==> src/rtl/pci_irq_merge.sv <==
module pci_irq_merge #(
  parameter int NDEV = 3,
  parameter int NSRC = 5,
  parameter int IW   = 3
) (
  input  logic            clk,
  input  logic            rst_n,
  input  logic [NDEV-1:0] dev_irq,
  input  logic            core_irq,
  input  logic            reg_wr,
  input  logic [1:0]      reg_addr,
  input  logic [NSRC-1:0] reg_wdata,
  output logic [NSRC-1:0] reg_rdata,
  input  logic            mask_req,
  input  logic            unmask_req,
  input  logic [IW-1:0]   op_idx,
  input  logic            svc_req,
  output logic [NSRC-1:0] pend_vec,
  output logic            cpu_irq,
  output logic            top_valid,
  output logic [IW-1:0]   top_idx,
  output logic            spurious
);
  localparam int CORE_BIT = NSRC - 1;
  localparam logic [NSRC-1:0] LIVE = {1'b1, {(NSRC-1-NDEV){1'b0}}, {NDEV{1'b1}}};

  logic [NSRC-1:0] status_q, en_q, en_nxt, lines;
  logic            op_ok;

  assign lines = {core_irq, {(NSRC-1-NDEV){1'b0}}, dev_irq};
  assign op_ok = (int'(op_idx) < NSRC) && LIVE[op_idx[$clog2(NSRC)-1:0]];

  always_ff @(posedge clk or negedge rst_n)
    if (!rst_n)                         status_q <= '0;
    else if (reg_wr && reg_addr == 2'd0) status_q <= reg_wdata & LIVE;
    else                                status_q <= lines;

  always_comb begin
    en_nxt = en_q;
    if (reg_wr && reg_addr == 2'd1)
      en_nxt = reg_wdata & LIVE;
    else if (op_ok)
      for (int i = 0; i < NSRC; i++)
        if (i == int'(op_idx)) begin
          if (mask_req)   en_nxt[i] = 1'b0;
          if (unmask_req) en_nxt[i] = 1'b1;
        end
  end

  always_ff @(posedge clk or negedge rst_n)
    if (!rst_n) en_q <= '0;
    else        en_q <= en_nxt;

  assign pend_vec = status_q & en_q;
  assign cpu_irq  = |pend_vec;

  always_comb begin
    top_valid = 1'b0;
    top_idx   = '0;
    for (int i = NSRC - 1; i >= 0; i--)
      if (pend_vec[i]) begin
        top_valid = 1'b1;
        top_idx   = IW'(i);
      end
  end

  always_ff @(posedge clk or negedge rst_n)
    if (!rst_n) spurious <= 1'b0;
    else        spurious <= svc_req && !cpu_irq;

  always_comb
    case (reg_addr)
      2'd0:    reg_rdata = status_q;
      2'd1:    reg_rdata = en_q;
      2'd2:    reg_rdata = pend_vec;
      default: reg_rdata = '0;
    endcase

  logic unused_core;
  assign unused_core = lines[CORE_BIT] & 1'b0;
endmodule


==> config.mk <==
export PLATFORM = sky130hd
export DESIGN_NAME = pci_irq_merge
export DESIGN_NICKNAME = d
export VERILOG_FILES = /design/src/rtl/pci_irq_merge.sv
export SDC_FILE = /design/constraint.sdc
export NUM_CORES = 1
export LEC_CHECK = 0
export ABC_AREA = 1
export BUFFER_PORTS_ARGS = -buffer_cell sky130_fd_sc_hd__buf_2
export CAP_MARGIN = 20
export CORE_AREA = 5 5 52 54
export DETAILED_ROUTE_END_ITERATION = 16
export DIE_AREA = 0 0 57 59
export HOLD_SLACK_MARGIN = 0.02
export PLACE_DENSITY = 0.56
export SYNTH_ARGS = -nofsm -noshare
export SYNTH_HDL_FRONTEND = slang
export SYNTH_SLANG_ARGS = --single-unit
==> constraint.sdc <==
create_clock -name clk -period 1.2 [get_ports clk]
set_input_delay 0.06 -clock clk [delete_from_list [all_inputs] [get_ports clk]]
set_output_delay 0.06 -clock clk [all_outputs]
set_load 0.01 [all_outputs]
==> qor.csv, run 1 <==
stage;metric;value;unit
finish;layout-drive-gt1-share;31.2;%
finish;fin_cells;182;
timing;finalClockSkew;7.80;ps
detailed_routing;via_per_inst;4.26;
logic_synthesis;synthTopCellsByArea;dfrtp_1, nand2_1, inv_1, nand3_1, o21ai_0;
timing;finalSetupViolCount;0;
floorplan;io_pins;36;
detailed_routing;ant_nets;0;
critical_path;worstPathArrival;1100;ps
pwr;p_sw;0.333;mW
logic_synthesis;synth.top_cell.area_share;36.0;%
timing;drv_slew;0;
global_routing;grt_pass1_vias;722;
logic_synthesis;yosysTopAreaCell;dfrtp_1;
clock_network;cts_buffers;3;
placed_design;dp_slack;245;ps
logic_synthesis;syn_inst;112;
logic_synthesis;syn_nets;132;
hold_path;holdPathStages;3;
pwr;p_comb_share;35.3;%
logic_synthesis;syn_avg_cell_area;6.20;µm²
pwr;leakagePower;0.656;nW
pwr;clock_power_share;22.7;%
finish;final_common_cell;buf_2;
logic_synthesis;yosysSeqAreaShare;36.0;%
finish;nets;176;
placed_design;dpl_cell_area;887;µm²
timing;fmax;0.862;GHz
critical_path;critPathMaxFanout;3;
timing;tns;0;ps
detailed_routing;routed_wl;1.78;mm
hold_path;hp-class;in2reg;
clock_network;cts_tree;yes;
clock_network;clk_pin_slew;70;ps
finish;multiInputGateArea;345;µm²
pwr;ir_worst_vdd;0.432;mV
critical_path;critPathRequiredTime;1140;ps
pwr;finalPower;0.972;mW
floorplan;num_rows;17;
timing;period_share;96.7;%
floorplan;die-area;3360;µm²
run;maxCapViolations;0;
timing;grt_setup_unrepaired;yes;
clock_network;cts_max_level;1;
clock_network;clockBufferDepth;2;
detailed_routing;first_pass_iters;2;
global_routing;grt_use_total;11.2;%
placed_design;place_congestion;0.737;
timing;worst_slack;40.1;ps
timing;post-route-min-period;1160;ps
critical_path;cp-end-kind;output port;
critical_path;r2r_cells;3;
detailed_routing;wl_per_cell;9.78;µm
clock_network;clk-insertion-delay-late;260;ps
logic_synthesis;yosys_warnings;0;
detailed_routing;vias;775;
floorplan;coreArea;2170;µm²
finish;areaGrowthSynthToFinish;43.2;%
finish;nFillCells;238;
floorplan;die_w;57;µm
finish;layout_common_cells;buf_2, nand2_1, inv_1, nand3_1, dfrtp_1;
global_routing;grt_pass1_wl;3.06;mm
detailed_routing;route.detailed.drc;0;
logic_synthesis;ys_ff_latch;10;
pwr;internal_power;0.639;mW
global_routing;overflow;0;
placed_design;dp_hpwl;1.51;mm
floorplan;dieHeight;59;µm
logic_synthesis;synth.distinct_cells;14;
pwr;powerDensity;977;nW/µm²
finish;finalInstanceArea;995;µm²
placed_design;place_inst;172;
finish;register_area;250;µm²
outcome;status;completed;
critical_path;start_kind;flip-flop;
placed_design;port_buffers;33;
timing;hold_viol_final;0;
clock_network;clock_sinks;10;
global_routing;grt_max_degree;11;
pwr;sw_frac_of_total;34.3;%
pwr;seqPwrFrac;42.0;%
logic_synthesis;netlist_area;694;µm²
floorplan;initial_core_util;32.0;%
finish;diodes;0;
detailed_routing;drt-initial-drc-count;11;
clock_network;root_buffer;clkbuf_4;
global_routing;grt_antenna_before_repair;0;
critical_path;worstSetupPathType;reg2out;
## stage by stage
step | utilization [%] | hold slack, ps
finish | 45.8 | 43.3
global route | 45.8 | 56.1
global placement | 40.9 | -73.1
floorplan | - | -236
CTS | 45.4 | 38.5
detailed placement | 40.9 | -68.5
## logic make-up after synthesis
family	count (synthesis)	synth area share (%)
AOI/OAI and AO/OA	8	5.77
DFF	10	36.0
and+or+nand+nor	63	40.9
buffers and inverters	30	16.8
other	1	0.540
## cell usage after synthesis, drive strengths merged
| cell type | n |
|---|---|
| inv | 29 |
| nor2 | 10 |
| nand3 | 14 |
| nor3 | 2 |
| nand2 | 35 |
| dfrtp | 10 |
| conb | 1 |
| nand4 | 2 |
| buf | 1 |
| o21ai | 8 |
## state kept, by name, indices dropped and copies added, names as in the netlist
name and flops:
spurious 1, status_q 4, en_q 5
## area by class of cell
cell class / instances / area share, %
Tap cell: 28 / 3.52
Timing Repair Buffer: 40 / 23.4
Multi-Input combinational cell: 72 / 34.7
Sequential cell: 10 / 25.2
Inverter: 29 / 10.9
Clock buffer: 3 / 2.26
## final timing paths
check	slack, ps	from	end
max in group asynchronous	800	rst_n	status_q[1]
max	40	en_q[2]	top_idx[2]
min in group asynchronous	200	rst_n	en_q[2]
max reg2reg	370	en_q[0]	spurious
min reg2reg	470	en_q[3]	en_q[3]
min	40	reg_wdata[0]	en_q[0]
## layer usage
| layer | GRT usage (%) | routed length (µm) |
|---|---|---|
| met1 | 15.3 | 802 |
| met3 | 1.74 | 84 |
| met5 | 0 | 0 |
| met2 | 17.6 | 876 |
| met4 | 4.97 | 17 |
## power groups by stage
stage                     combinational [mW]  clock [mW]  sequential (mW)
final                                  0.343       0.221            0.408
after CTS                              0.340       0.233            0.407
after floorplan                        0.181           0            0.403
after global placement                 0.314           0            0.408
after global routing                   0.392       0.248            0.415
after detailed placement               0.316           0            0.409
## worst max-delay path, stage by stage (launching register included)
cell	delay [ps]
dfrtp_1	400
nand2_2	90
inv_1	60
nor3_2	140
buf_2	150
## timing repair
| item | 4_1_cts | 5_1_grt |
|---|---|---|
| resized for setup | 5 | 3 |
| buffers inserted | 0 | 1 |
| endpoints found under the setup margin | 1 | 5 |
| endpoints found under the hold margin | 15 | 0 |
| pin swaps | 0 | 1 |
| hold buffers | 6 | 0 |
Power figures use the tool's default switching activity.
==> run 2: changes to the inputs <==
--- a/config.mk
+++ b/config.mk
@@ -8,11 +8,13 @@
 export ABC_AREA = 1
 export BUFFER_PORTS_ARGS = -buffer_cell sky130_fd_sc_hd__buf_2
 export CAP_MARGIN = 20
-export CORE_AREA = 5 5 52 54
+export CELL_PAD_IN_SITES_DETAIL_PLACEMENT = 1
+export CELL_PAD_IN_SITES_GLOBAL_PLACEMENT = 1
+export CORE_AREA = 5 5 55 57
 export DETAILED_ROUTE_END_ITERATION = 16
-export DIE_AREA = 0 0 57 59
+export DIE_AREA = 0 0 60 62
 export HOLD_SLACK_MARGIN = 0.02
-export PLACE_DENSITY = 0.56
+export PLACE_DENSITY = 0.73
 export SYNTH_ARGS = -nofsm -noshare
 export SYNTH_HDL_FRONTEND = slang
 export SYNTH_SLANG_ARGS = --single-unit
==> qor.csv, run 2 (synthesis results as in run 1) <==
stage;metric;value;unit;change
outcome;status;completed;;
clock_network;root_buffer;clkbuf_4;;
detailed_routing;vias;818;;+5.5%
critical_path;worst_path_largest_cell_delay;360;ps;-40 ps
clock_network;cts_buffers;3;;unchanged
finish;nets;176;;unchanged
finish;finalInstanceArea;995;µm²;unchanged
floorplan;initial_core_util;28.5;%;-3.5 points
detailed_routing;first_pass_iters;4;;+2
placed_design;dpl_cell_area;890;µm²;+0.28%
clock_network;clk_pin_slew;60;ps;about the same
critical_path;start_kind;flip-flop;;
floorplan;coreArea;2430;µm²;+12%
placed_design;port_buffers;33;;unchanged
critical_path;cp-end-kind;output port;;
placed_design;dp_hpwl;1.84;mm;+22%
timing;tns;0;ps;unchanged
pwr;powerDensity;1010;nW/µm²;+3.4%
finish;multiInputGateArea;345;µm²;unchanged
clock_network;cts_max_level;1;;unchanged
finish;areaGrowthSynthToFinish;43.2;%;unchanged
global_routing;grt_pass1_wl;3.59;mm;+18%
global_routing;grt_use_total;13.0;%;+1.7 points
finish;postLayoutCoreUtil;40.9;%;-5.0 points
finish;nFillCells;340;;+43%
global_routing;grt_antenna_before_repair;0;;unchanged
finish;regMostFlops;en_q;;
detailed_routing;ant_nets;0;;unchanged
floorplan;dieHeight;62;µm;+5.1%
hold_path;hp-class;in2reg;;
detailed_routing;routed_wl;2.26;mm;+27%
run;maxCapViolations;0;;unchanged
finish;register_area;250;µm²;unchanged
timing;timing.hold.ws;39.8;ps;-3.55 ps
critical_path;crit_slowest_cell;dfrtp_1;;
finish;diodes;0;;unchanged
finish;largest_reg_flops;5;;unchanged
critical_path;critPathMaxFanout;2;;-1
detailed_routing;drt-initial-drc-count;17;;+6
clock_network;cts_tree;yes;;
timing;fmax;0.853;GHz;-1.0%
finish;top_regs;en_q (5), status_q (4), spurious (1);;
critical_path;r2r_cells;4;;+1
floorplan;die-area;3720;µm²;+11%
critical_path;path_cells;inv_1 > o21ai_0 > o21ai_0 > inv_1 > buf_2;;
detailed_routing;via_per_inst;4.45;;+4.4%
critical_path;critPathRequiredTime;1140;ps;about the same
timing;grt_setup_unrepaired;yes;;
floorplan;num_rows;18;;+1
finish;layout_common_cells;buf_2, nand2_1, inv_1, nand3_1, dfrtp_1;;
finish;layout-drive-gt1-share;31.8;%;+0.65 points
critical_path;worstPathArrival;1110;ps;about the same
finish;final_common_cell;buf_2;;
global_routing;grt_pass1_vias;846;;+17%
clock_network;clockBufferDepth;2;;unchanged
floorplan;io_pins;36;;unchanged
placed_design;dp_slack;263;ps;+17.8 ps
pwr;finalPower;1.00;mW;+3.4%
timing;drv_slew;0;;unchanged
floorplan;die_w;60;µm;+5.3%
timing;post-route-min-period;1170;ps;+12.3 ps
placed_design;place_congestion;0.712;;-3.4%
global_routing;grt_max_degree;11;;unchanged
clock_network;clock_sinks;10;;unchanged
timing;finalSetupViolCount;0;;unchanged
placed_design;place_inst;174;;+1.2%
finish;fin_cells;184;;+1.1%
timing;hold_viol_final;0;;unchanged
critical_path;worstSetupPathType;reg2out;;
clock_network;clk-insertion-delay-late;260;ps;about the same
global_routing;overflow;0;;unchanged
timing;worst_slack;27.8;ps;-12.3 ps
hold_path;holdPathStages;3;;unchanged
pwr;ir_worst_vdd;0.468;mV;+8.4%
detailed_routing;route.detailed.drc;0;;unchanged
detailed_routing;wl_per_cell;12.3;µm;+26%
timing;finalClockSkew;6.08;ps;-1.73 ps
timing;period_share;97.7;%;+1.0 points
pwr;leakagePower;0.658;nW;+0.21%
[run 2: final timing paths]
kind,slack [ps],end,start
setup / recovery,30,reg_rdata[1],status_q[1]
min in group asynchronous,190,en_q[3],rst_n
hold / removal,40,status_q[4],core_irq
max in group asynchronous,800,status_q[0],rst_n
setup reg to reg,220,spurious,en_q[4]
hold reg to reg,480,en_q[3],en_q[3]
[run 2: repair_timing]
item / CTS / global route
hold buffers: 5 / 0
buffers inserted: 0 / 2
setup endpoints to repair: 2 / 5
gates resized for setup: 5 / 7
hold endpoints to repair: 14 / 0
pin swaps: 0 / 2
[run 2: power by group]
part / internal [mW] / total [mW] / switching (mW) / leakage, nW
clock: 0.115 / 0.223 / 0.108 / 0.0138
sequential: 0.376 / 0.410 / 0.0338 / 0.124
combinational: 0.159 / 0.372 / 0.213 / 0.520
[run 2: layer usage]
layer	GRT usage (%)	up-vias	wire [µm]
li1	-	421	-
met1	15.6	374	920
met2	23.9	19	1240
met3	1.24	4	72
met4	4.75	0	27
met5	0	-	0
[run 2: layout make-up]
type | count | share of cell area, %
timing repair buffer | 40 | 23.1
multi-input combinational | 72 | 34.7
tap | 30 | 3.77
clock buffer | 3 | 2.26
inverter | 29 | 10.9
sequential | 10 | 25.2
[run 2: worst max-delay path, delay by kind of cell, from the launching register on]
family	cells	cell delay (ps)
AOI/OAI and AO/OA	2	260
buffers and inverters	3	240
DFF	1	360
